===== src/rtl/ser_pkg.sv =====
package ser_pkg;

  // Half of a serial bit period: the clock is low in the first half of a
  // data bit and high in the second.
  typedef enum logic {
    PH_LOW  = 1'b0,
    PH_HIGH = 1'b1
  } half_e;

  // Number of boundary bits appended to each word.
  localparam int unsigned BND_BITS = 2;

  // Default data word width.
  localparam int unsigned DEF_DW = 12;

endpackage


===== src/rtl/ser_rst_sync.sv =====
module ser_rst_sync #(
  parameter int unsigned STAGES = 2
) (
  input  logic clk,
  input  logic rst_n,
  output logic rst_sync_n
);

  logic [STAGES-1:0] chain_q;

  always_ff @(posedge clk or negedge rst_n) begin
    if (!rst_n) begin
      chain_q <= '0;
    end else begin
      chain_q <= {chain_q[STAGES-2:0], 1'b1};
    end
  end

  assign rst_sync_n = chain_q[STAGES-1];

endmodule


===== src/rtl/ser_framer.sv =====
module ser_framer #(
  parameter int unsigned DW = ser_pkg::DEF_DW,
  localparam int unsigned FW = DW + ser_pkg::BND_BITS
) (
  input  logic [DW-1:0] data_i,
  output logic [FW-1:0] frame_o
);

  logic msb;
  assign msb = data_i[DW-1];

  // Data bits keep their positions; the frame is sent from bit 0 upward.
  for (genvar i = 0; i < DW; i++) begin : g_data
    assign frame_o[i] = data_i[i];
  end

  // First boundary bit forces a toggle away from the MSB, the second back.
  assign frame_o[DW]   = ~msb;
  assign frame_o[DW+1] = msb;

endmodule


===== src/rtl/ser_seq.sv =====
module ser_seq
  import ser_pkg::*;
#(
  parameter int unsigned DW = DEF_DW,
  localparam int unsigned FW = DW + BND_BITS,
  localparam int unsigned CW = $clog2(FW)
) (
  input  logic clk,
  input  logic rst_n,
  input  logic in_valid,
  output logic in_ready,
  output logic load_o,
  output logic half_up_o,
  output logic adv_o,
  output logic next_bnd_o
);

  localparam logic [CW-1:0] LAST_IDX  = CW'(FW - 1);
  localparam logic [CW-1:0] LAST_DATA = CW'(DW - 1);

  logic          busy_q, busy_d;
  logic [CW-1:0] idx_q, idx_d;
  half_e         ph_q, ph_d;

  logic at_last_bit;
  logic at_final;

  assign at_last_bit = (idx_q == LAST_IDX);
  assign at_final    = busy_q && at_last_bit && (ph_q == PH_HIGH);

  assign in_ready   = !busy_q || at_final;
  assign load_o     = in_valid && in_ready;
  assign half_up_o  = busy_q && (ph_q == PH_LOW);
  assign adv_o      = busy_q && (ph_q == PH_HIGH) && !at_last_bit;
  assign next_bnd_o = (idx_q >= LAST_DATA);

  // Next-state logic
  always_comb begin
    busy_d = busy_q;
    idx_d  = idx_q;
    ph_d   = ph_q;
    if (load_o) begin
      busy_d = 1'b1;
      idx_d  = '0;
      ph_d   = PH_LOW;
    end else if (half_up_o) begin
      ph_d   = PH_HIGH;
    end else if (adv_o) begin
      idx_d  = idx_q + 1'b1;
      ph_d   = PH_LOW;
    end else if (at_final) begin
      busy_d = 1'b0;
    end
  end

  // State registers
  always_ff @(posedge clk or negedge rst_n) begin
    if (!rst_n) begin
      busy_q <= 1'b0;
      idx_q  <= '0;
      ph_q   <= PH_LOW;
    end else begin
      busy_q <= busy_d;
      idx_q  <= idx_d;
      ph_q   <= ph_d;
    end
  end

endmodule


===== src/rtl/ser_out.sv =====
module ser_out #(
  parameter int unsigned DW = ser_pkg::DEF_DW,
  localparam int unsigned FW = DW + ser_pkg::BND_BITS
) (
  input  logic          clk,
  input  logic          rst_n,
  input  logic          load_i,
  input  logic          half_up_i,
  input  logic          adv_i,
  input  logic          next_bnd_i,
  input  logic [FW-1:0] frame_i,
  output logic          ser_clk,
  output logic          ser_data
);

  logic [FW-1:0] sh_q, sh_d;
  logic          sd_q, sd_d;
  logic          sc_q, sc_d;
  logic          sh_en;

  assign sh_en = load_i || adv_i;

  // Next-state logic
  always_comb begin
    sh_d = sh_q;
    sd_d = sd_q;
    sc_d = sc_q;
    if (load_i) begin
      sh_d = frame_i;
      sd_d = frame_i[0];
      sc_d = 1'b0;
    end else if (half_up_i) begin
      sc_d = 1'b1;
    end else if (adv_i) begin
      sh_d = {1'b0, sh_q[FW-1:1]};
      sd_d = sh_q[1];
      // Boundary bits keep the clock high: the low pulse is skipped.
      sc_d = next_bnd_i;
    end
  end

  // Shift register with a written-out enable
  always_ff @(posedge clk or negedge rst_n) begin
    if (!rst_n) begin
      sh_q <= '0;
    end else if (sh_en) begin
      sh_q <= sh_d;
    end
  end

  // Output registers
  always_ff @(posedge clk or negedge rst_n) begin
    if (!rst_n) begin
      sd_q <= 1'b0;
      sc_q <= 1'b1;
    end else begin
      sd_q <= sd_d;
      sc_q <= sc_d;
    end
  end

  assign ser_clk  = sc_q;
  assign ser_data = sd_q;

endmodule


===== src/rtl/ser_embclk_tx.sv =====
module ser_embclk_tx #(
  parameter int unsigned DW = ser_pkg::DEF_DW,
  localparam int unsigned FW = DW + ser_pkg::BND_BITS
) (
  input  logic          clk,
  input  logic          rst_n,
  input  logic          in_valid,
  input  logic [DW-1:0] in_data,
  output logic          in_ready,
  output logic          ser_clk,
  output logic          ser_data
);

  logic          rst_sync_n;
  logic [FW-1:0] frame;
  logic          load;
  logic          half_up;
  logic          adv;
  logic          next_bnd;
  logic          ready_int;

  ser_rst_sync #(.STAGES(2)) u_rst (
    .clk        (clk),
    .rst_n      (rst_n),
    .rst_sync_n (rst_sync_n)
  );

  ser_framer #(.DW(DW)) u_framer (
    .data_i  (in_data),
    .frame_o (frame)
  );

  ser_seq #(.DW(DW)) u_seq (
    .clk        (clk),
    .rst_n      (rst_sync_n),
    .in_valid   (in_valid),
    .in_ready   (ready_int),
    .load_o     (load),
    .half_up_o  (half_up),
    .adv_o      (adv),
    .next_bnd_o (next_bnd)
  );

  ser_out #(.DW(DW)) u_out (
    .clk        (clk),
    .rst_n      (rst_sync_n),
    .load_i     (load),
    .half_up_i  (half_up),
    .adv_i      (adv),
    .next_bnd_i (next_bnd),
    .frame_i    (frame),
    .ser_clk    (ser_clk),
    .ser_data   (ser_data)
  );

  assign in_ready = ready_int;

endmodule


===== config.mk =====
export PLATFORM = sky130hd
export DESIGN_NAME = ser_embclk_tx
export DESIGN_NICKNAME = d
export VERILOG_FILES = /design/src/rtl/ser_pkg.sv /design/src/rtl/ser_rst_sync.sv /design/src/rtl/ser_framer.sv /design/src/rtl/ser_seq.sv /design/src/rtl/ser_out.sv /design/src/rtl/ser_embclk_tx.sv
export SDC_FILE = /design/constraint.sdc
export NUM_CORES = 1
export LEC_CHECK = 0
export CAP_MARGIN = 25
export CORE_ASPECT_RATIO = 1.5
export CORE_MARGIN = 4
export CORE_UTILIZATION = 45
export DETAILED_ROUTE_END_ITERATION = 7
export PLACE_DENSITY = 0.67
export SYNTH_ARGS = -nofsm -noshare
export SYNTH_HDL_FRONTEND = slang
export SYNTH_SLANG_ARGS = --single-unit

===== constraint.sdc =====
create_clock -name clk -period 1.5 [get_ports clk]
set_input_delay 0.225 -clock clk [delete_from_list [all_inputs] [get_ports clk]]
set_output_delay 0.225 -clock clk [all_outputs]
set_load 0.02 [all_outputs]

==> flow_summary.toml, run 1 <==
[run_status]
status = "finished, violations left"
violations = "negative setup slack"

[route]
vias = 1261
dr.pass1.iters = 4
wire_per_inst_um = 17.5
routed_wl_mm = 3.92
antenna_left = 0
vias_per_cell = 5.63
drc = 0
drt_iter0_drc = 36

[synth]
synth-async-reset-ratio_pct = 100
synth_edf_count = 0
post-synth-top-area-cell = "dfrtp_1"
ys_top_cells_by_area = "dfrtp_1, a2111oi_2, nor3_1"
synth_area_per_cell_um2 = 9.41
syn_inst = 143
synth_ff_type = "dfrtp_1"
syn_area_mm2 = 0.00135
ys_warn_count = 0
synth_cell_types = 34
ys_ff_latch = 23
synthesis.nets = 160
synth_top_area_share_pct = 40.9
yosysSeqAreaShare_pct = 42.9

[critical_path]
r2r_setup_slack_ps = -100
crit_type = "reg2reg"
r2r_cells = 8
cp_max_fo = 7
crit_start = "u_seq.idx_q[1]"
r2r_end = "u_out.sh_q[7]"
endpoint = "u_out.sh_q[7]"
arrival_ps = 1760
crit_required_ps = 1660
worst_setup_path_start_kind = "flop"
rr_startpoint = "u_seq.idx_q[1]"
endpoint_kind = "flop"

[die]
rows = 24
start_util_pct = 46.7
die_width_um = 52.6
core-area_mm2 = 0.00288
num_io_pins = 18
die_height_um = 75.0
dieArea_mm2 = 0.00395

[pwr]
power_mw = 3.91
power_density_mw_per_mm2 = 1770
leakage_nw = 0.936
vdd_drop_max_v = 0.00121

[placed_design]
place_area_mm2 = 0.00170
post-dp-hpwl_mm = 2.29
dp.cells = 211
gp_congestion = 0.819
io_buffers = 17

[sta]
whs_ps = 120
setup_slack_ps = -101
finClkSkew_ps = 2.71
setup_viol_count_final = 14
fmaxAchievable_ghz = 0.625
rsz0062_at_grt = "yes"
finalCritPeriodShare_pct = 107
period_minus_slack_ps = 1600
finalHoldViolCount = 0
slew_violations = 0

[grt]
antenna_found_initial = 0
globalRouteTotalUtil_pct = 18.8
grt_max_degree = 22
grt_pass1_wl_mm = 5.56
grt_pass1_vias = 1224
grt-ovfl-total = 0

[finish]
drive_gt1_share_pct = 42.2
instances_no_fill = 224
final_area_mm2 = 0.00221
finalNetCount = 203
area_growth_pct = 64.7
insertedDiodeCount = 0
fillerInstances = 188
final_util_pct = 76.8
final_cell_mix = "dfrtp_1, buf_4, inv_1, clkdlybuf4s50_1, nor2_1"
final_common_cell = "dfrtp_1"

[run]
cap_violations = 0

[clocking]
tritoncts = "yes"
clockBufferDepth = 2
clk-insertion-delay-late_ps = 260
cts.sinks = 23
ctsHoldBuffers = 0
clk_pin_slew_ps = 80
numCtsBuffers = 3
htree_levels = 1
cts-root-buf = "clkbuf_8"

[worst_hold_path]
min_path_type = "in2async"
==> report_power, final <==
part / internal, mW / switching (mW) / total (mW)
Clock: 0.185 / 0.203 / 0.388
Combinational: 1.27 / 1.19 / 2.46
Sequential: 0.870 / 0.194 / 1.06
Total: 2.32 / 1.59 / 3.91
==> per-layer routing <==
| metal | part of all wire (%) | wire [um] | track usage (%) | up-vias |
|---|---|---|---|---|
| met1 | 39 | 1520 | 22.7 | 635 |
| li1 | - | - | - | 588 |
| met5 | 0 | 0 | 0 | - |
| met4 | 1.5 | 57 | 7.39 | 0 |
| met2 | 56 | 2210 | 33.8 | 32 |
| met3 | 3.4 | 133 | 1.98 | 6 |
==> cells by family (layout without fill, tap and decap cells) <==
| kind of cell | count (synthesis) | after routing | synth area share, % |
|---|---|---|---|
| fa+ha+maj | 2 | 2 | 1.86 |
| flops | 23 | 23 | 42.9 |
| compound gates | 30 | 30 | 22.1 |
| mux | 2 | 2 | 1.58 |
| other cells | 1 | 1 | 0.279 |
| simple gates | 56 | 56 | 20.8 |
| buf+inv | 29 | 71 | 10.4 |
==> final cells by class <==
type	count	area (um2)	share of cell area (%)
clock buffers	3	41.3	1.86
clock inverters	1	5.00	0.226
repair buffers	49	502	22.7
flip-flops and latches	23	577	26.0
multi-input cells	91	973	44.0
inverters	18	67.6	3.05
well taps	39	48.8	2.20
==> worst max-delay path, stage by stage, from the launching register on <==
cell and delay (ps):
dfrtp_1 400, inv_2 80, ha_4 140, buf_6 100
and3_4 190, buf_6 120, buf_12 130, nor3_4 40
a2111oi_4 310
==> sequential cells by signal (all words and copies together), names as in the netlist <==
register        cells
u_rst.chain_q       2
u_out.ser_data      1
u_out.ser_clk       1
u_seq.ph_q          1
u_out.sh_q         13
u_seq.idx_q         4
u_seq.busy_q        1
==> metrics by stage <==
step / setup TNS, ps / worst slack (ps)
after floorplan: 0 / 8.69
after global placement: -2200 / -184
after detailed placement: -2730 / -198
after CTS: -538 / -75.9
after global routing: -2160 / -172
final: -1070 / -101
==> how the worst min path moves through the flow <==
stage / endpoint / slack, ps / startpoint / depth (start not counted)
final: u_rst.chain_q[0] / 120 / rst_n / 1
after global routing: u_rst.chain_q[0] / 130 / rst_n / 1
after CTS: u_rst.chain_q[0] / 110 / rst_n / 1
after detailed placement: u_out.sh_q[3] / 220 / u_rst.chain_q[1] / 1
after global placement: u_out.sh_q[3] / 220 / u_rst.chain_q[1] / 1
after floorplan: u_rst.chain_q[0] / -70 / rst_n / 0
==> cell usage after synthesis (3+ instances only) <==
| master | n |
|---|---|
| a2111oi_0 | 3 |
| a2111oi_2 | 10 |
| buf_2 | 7 |
| dfrtp_1 | 22 |
| inv_1 | 18 |
| nand2_1 | 3 |
| nand2b_1 | 6 |
| nor2_1 | 13 |
| nor3_1 | 27 |
| o21ai_0 | 3 |
==> what timing repair did <==
action	4_1_cts	5_1_grt
gates cloned	0	0
gates resized for setup	33	41
pin swaps	6	18
setup buffers	5	5
endpoints found under the hold margin	0	0
endpoints found under the setup margin	22	19
(Power assumes the default switching activity.)
==> inputs of run 2 (changes only) <==
--- a/config.mk
+++ b/config.mk
@@ -6,11 +6,13 @@
 export NUM_CORES = 1
 export LEC_CHECK = 0
 export CAP_MARGIN = 25
+export CELL_PAD_IN_SITES_DETAIL_PLACEMENT = 1
+export CELL_PAD_IN_SITES_GLOBAL_PLACEMENT = 1
 export CORE_ASPECT_RATIO = 1.5
 export CORE_MARGIN = 4
-export CORE_UTILIZATION = 45
+export CORE_UTILIZATION = 41
 export DETAILED_ROUTE_END_ITERATION = 7
-export PLACE_DENSITY = 0.67
+export PLACE_DENSITY_LB_ADDON = 0.1
 export SYNTH_ARGS = -nofsm -noshare
 export SYNTH_HDL_FRONTEND = slang
 export SYNTH_SLANG_ARGS = --single-unit
==> flow_summary.toml, run 2 (synthesis results as in run 1) <==
[run_status]
status = "finished, violations left"
violations = "negative setup slack"

[sta]
period_minus_slack_ps = 1630
finalCritPeriodShare_pct = 108
slew_violations = 0
finalHoldViolCount = 0
fmaxAchievable_ghz = 0.615
finClkSkew_ps = 6.96
rsz0062_at_grt = "yes"
setup_viol_count_final = 20
setup_slack_ps = -127

[pwr]
power_density_mw_per_mm2 = 1860
vdd_drop_max_v = 0.00127
seqPwrFrac_pct = 26.8
netSwitchingFraction_pct = 41.8
leakage_nw = 0.928
combPwrFrac_pct = 62.9
power_mw = 4.00
p_sw_mw = 1.67
p_clk_share_pct = 10.3
cellInternalPower_mw = 2.33

[route]
dr.pass1.iters = 4
routed_wl_mm = 5.07
vias = 1324
vias_per_cell = 5.81
wire_per_inst_um = 22.3
drc = 0
drt_iter0_drc = 23
antenna_left = 0

[placed_design]
io_buffers = 17
place_area_mm2 = 0.00168
dp_slack_ps = -374
gp_congestion = 0.861
post-dp-hpwl_mm = 2.75

[die]
rows = 25
die_width_um = 54.8
die_height_um = 78.2
dieArea_mm2 = 0.00428
start_util_pct = 42.6
core-area_mm2 = 0.00316
num_io_pins = 18

[critical_path]
critical_path.cell_chain = "inv_2, ha_4, nand3_4, buf_12, buf_12, a21o_1, a221o_1"
endpoint_kind = "flop"
crit_required_ps = 1660
max_stage_delay_ps = 410
arrival_ps = 1790
cp_max_fo = 8
crit_top_cell = "buf_12"
crit_type = "reg2reg"
worst_setup_path_start_kind = "flop"
r2r_setup_slack_ps = -130
slowest_stage = "dfrtp_1"

[finish]
final_cell_mix = "buf_4, dfrtp_1, inv_1, nor3_1, clkdlybuf4s50_1"
top_regs = "u_out.sh_q: 13 flops, u_seq.idx_q: 4 flops, u_rst.chain_q: 2 flops"
largest_reg_flops = 13
drive_gt1_share_pct = 41.5
final_area_mm2 = 0.00215
regMostFlops = "u_out.sh_q"
regArea_um2 = 577
final_util_pct = 68.1
area_growth_pct = 59.9
fillerInstances = 321
insertedDiodeCount = 0
multi_input_area_um2 = 885
finalNetCount = 206
final_common_cell = "buf_4"

[clocking]
clk-insertion-delay-late_ps = 270
clk_pin_slew_ps = 100
cts.sinks = 23
numCtsBuffers = 3
tritoncts = "yes"
htree_levels = 1
clockBufferDepth = 2
cts-root-buf = "clkbuf_8"

[grt]
grt-ovfl-total = 0
grt_pass1_vias = 1441
globalRouteTotalUtil_pct = 22.0
grt_pass1_wl_mm = 6.92
antenna_found_initial = 0
grt_max_degree = 22

[worst_hold_path]
min_path_type = "in2async"

[run]
cap_violations = 0
-- run 2: final cells by class --
| type | instances | area share, % |
|---|---|---|
| repair buffers | 52 | 24.4 |
| well taps | 40 | 2.33 |
| inverters | 18 | 3.14 |
| clock buffers | 3 | 1.92 |
| flip-flops and latches | 23 | 26.8 |
| clock inverters | 1 | 0.233 |
| multi-input cells | 91 | 41.1 |
-- run 2: final timing paths --
path,startpoint,cells after the start,to
min,rst_n,1,u_rst.chain_q[0]
max in group asynchronous,u_rst.chain_q[1],1,u_out.ser_clk
max,u_seq.idx_q[1],7,u_seq.idx_q[3]
min in group clk,u_rst.chain_q[0],0,u_rst.chain_q[1]
max reg2reg,u_seq.idx_q[1],7,u_seq.idx_q[3]
min reg2reg,u_rst.chain_q[1],1,u_out.sh_q[10]
-- run 2: repair_timing --
item                       4_1_cts  5_1_grt
buffers inserted                 5        8
hold buffers                     0        0
gates resized for setup         32       30
gates cloned                     0        1
setup endpoints to repair       21       22
pin swaps                        2        9
-- run 2: stage by stage --
stage,instances,setup TNS [ps],hold slack (ps)
after floorplan,143,0,-70.6
after global placement,210,-2290,221
after detailed placement,210,-3380,221
after CTS,219,-576,108
after global routing,228,-2430,107
final,228,-1140,107
-- run 2: routing by layer --
metal  wire [um]  track usage, %  part of all wire (%)  vias up
met5           0               0                     0        -
met4         171            8.23                   3.4        0
met3         110            3.80                   2.2       13
met2        2900            38.3                    57       26
met1        1900            25.4                    37      689
li1            -               -                     -      596
-- run 2: worst max-delay path, delay by kind of cell, from the launching register on --
family	cells	cell delay, ps
buffers and inverters	3	370
AOI/OAI and AO/OA	2	480
adders and majority gates	1	150
DFF	1	410
and+or+nand+nor	1	100
-- run 2: power by group through the flow --
stage                     Combinational, mW  Sequential [mW]  Clock, mW
after floorplan                        1.04             1.03          0
after global placement                 1.60             1.01          0
after detailed placement               1.68             1.02          0
after CTS                              1.98             1.02      0.407
after global routing                   2.70             1.10      0.445
final                                  2.51             1.07      0.412
==> inputs of run 3 (changes only) <==
--- a/config.mk
+++ b/config.mk
@@ -10,9 +10,11 @@
 export CELL_PAD_IN_SITES_GLOBAL_PLACEMENT = 1
 export CORE_ASPECT_RATIO = 1.5
 export CORE_MARGIN = 4
-export CORE_UTILIZATION = 41
+export CORE_UTILIZATION = 43
 export DETAILED_ROUTE_END_ITERATION = 7
 export PLACE_DENSITY_LB_ADDON = 0.1
+export SETUP_SLACK_MARGIN = 0.1
 export SYNTH_ARGS = -nofsm -noshare
 export SYNTH_HDL_FRONTEND = slang
+export SYNTH_HIERARCHICAL = 1
 export SYNTH_SLANG_ARGS = --single-unit
==> flow_summary.toml, run 3 <==
[route]
vias = 1059
routed_wl_mm = 3.29
wire_per_inst_um = 17.2
vias_per_cell = 5.52
antenna_left = 0
drc = 0
drt_iter0_drc = 15
dr.pass1.iters = 4

[run_status]
status = "finished, violations left"
violations = "negative setup slack"

[finish]
top_regs = "u_out/sh_q: 13 flops, u_seq/idx_q: 4 flops, u_rst/chain_q: 2 flops"
final_cell_mix = "buf_4, dfrtp_1, clkdlybuf4s50_1, a221o_1, nor2b_1"
largest_reg_flops = 13
drive_gt1_share_pct = 34.6
insertedDiodeCount = 0
finalNetCount = 171
regMostFlops = "u_out/sh_q"
final_area_mm2 = 0.00184
final_common_cell = "buf_4"
area_growth_pct = 33.8
instances_no_fill = 192

[sta]
finClkSkew_ps = 4.60
setup_viol_count_final = 17
finalHoldViolCount = 0
setup_slack_ps = -284
rsz0062_at_grt = "yes"
slew_violations = 0
period_minus_slack_ps = 1780
fmaxAchievable_ghz = 0.561
finalCritPeriodShare_pct = 119
fin_tns_setup_ps = -3290

[critical_path]
rr_startpoint = "u_seq/idx_q[1]"
cp_max_fo = 18
critical_path.cell_chain = "inv_2, ha_4, nand4_1, a21boi_4, buf_12, and2b_1, a221o_1"
worst_setup_path_start_kind = "flop"
crit_start = "u_seq/idx_q[1]"
crit_type = "reg2reg"
r2r_end = "u_out/sh_q[11]"
r2r_setup_slack_ps = -280
r2r_cells = 7
endpoint_kind = "flop"
path_delay_family = "compound AO/OA/AOI/OAI gates"
crit_required_ps = 1650
critPathBufInv = 2
max_stage_delay_ps = 400
slowest_stage = "dfrtp_1"
arrival_ps = 1930

[clocking]
cts.sinks = 23
clockBufferDepth = 2
htree_levels = 1
numCtsBuffers = 3
tritoncts = "yes"
cts-root-buf = "clkbuf_8"
clk-insertion-delay-late_ps = 260
ctsHoldBuffers = 0
clk_pin_slew_ps = 90

[grt]
grt_pass1_wl_mm = 5.46
grt_pass1_vias = 1136
grt-busiest-layer = "met2"
met3_usage_pct = 1.74
grt_util_met2_pct = 30.0
grt_max_degree = 22
antenna_found_initial = 0
met1_usage_pct = 21.6
grt-ovfl-total = 0
globalRouteTotalUtil_pct = 17.2

[synth]
yosysSeqAreaShare_pct = 41.9
ys_top_cells_by_area = "dfrtp_1, buf_4, a221o_1"
synth_area_per_cell_um2 = 11.3
syn_inst = 122
synth_top_area_share_pct = 40.0
synth-async-reset-ratio_pct = 100
ys_warn_count = 6
ys_ff_latch = 23
syn_area_mm2 = 0.00138
synth_edf_count = 0
synthesis.nets = 139
synthTopCellsByCount = "dfrtp_1, buf_4, a221o_1, nor2b_1, and4bb_1"
synth_cell_types = 36
yosysMostFrequentCell = "dfrtp_1"
post-synth-top-area-cell = "dfrtp_1"
synth_ff_type = "dfrtp_1"

[pwr]
leakage_nw = 0.879
power_density_mw_per_mm2 = 1840
vdd_drop_max_v = 0.000911
power_mw = 3.38

[die]
num_io_pins = 18
die_height_um = 77.3
rows = 24
dieArea_mm2 = 0.00419
die_width_um = 54.2
core-area_mm2 = 0.00300
start_util_pct = 45.9

[placed_design]
gp_congestion = 0.757
place_area_mm2 = 0.00169
io_buffers = 17
dp_slack_ps = -287
post-dp-hpwl_mm = 2.24
dp.cells = 185

[run]
cap_violations = 0

[worst_hold_path]
min_path_type = "in2async"
-- run 3: changes by cell type in the layout (fill, tap and decap cells not counted), moves of 7 or more --
cell	previous run	this run
a2111oi_2	7	0
a221o_1	1	13
and4bb_1	0	7
inv_1	17	3
nor2_1	13	1
nor2b_1	1	11
nor3_1	16	1
nor3_2	7	0
-- run 3: metrics by stage --
| step | hold slack [ps] | utilization (%) |
|---|---|---|
| 2_1_floorplan | -70.6 | - |
| 3_3_place_gp | 216 | 56.3 |
| 3_5_place_dp | 217 | 56.3 |
| 4_1_cts | 112 | 60.3 |
| 5_1_grt | 107 | 61.4 |
| 6_report | 117 | 61.4 |
-- run 3: final cells by class --
cell class	instances	area, um2
flip-flops and latches	23	578
clock inverters	1	5.00
repair buffers	49	457
inverters	4	15.0
well taps	39	48.8
clock buffers	3	41.3
fillers	329	1160
multi-input cells	73	698
-- run 3: cell families (layout without fill, tap and decap cells) --
family	after synthesis	after routing	share of synthesized area, %
compound gates	28	28	18.3
fa+ha+maj	2	2	1.82
buf+inv	26	57	13.3
flops	23	23	41.9
mux	2	2	1.45
other cells	1	1	0.272
simple gates	40	40	23.0
-- run 3: layer usage --
layer / routed length [um] / vias up / share of wire, %
met4: 63 / 0 / 1.9
met5: 0 / - / 0
met1: 1400 / 532 / 43
met2: 1740 / 17 / 53
li1: - / 504 / -
met3: 82 / 6 / 2.5
-- run 3: what timing repair did --
item / CTS / global route
setup endpoints to repair: 23 / 20
buffers inserted: 1 / 1
gates resized for setup: 13 / 8
cloned: 1 / 0
pin swaps: 1 / 4
-- run 3: how the worst max path moves through the flow --
stage | cells after the start | slack (ps) | to
floorplan | 7 | -200 | u_out/sh_q[8]
global route | 7 | -370 | u_out/sh_q[11]
finish | 7 | -280 | u_out/sh_q[11]
global placement | 5 | -210 | u_out/ser_data
detailed placement | 7 | -290 | u_out/sh_q[11]
CTS | 7 | -270 | u_out/sh_q[11]
-- run 3: where the power goes --
part / total, mW / leakage, nW / switching (mW) / internal (mW)
clock network: 0.384 / 0.0255 / 0.199 / 0.185
registers: 0.979 / 0.288 / 0.125 / 0.854
logic: 2.02 / 0.566 / 0.902 / 1.12
total: 3.38 / 0.879 / 1.23 / 2.16
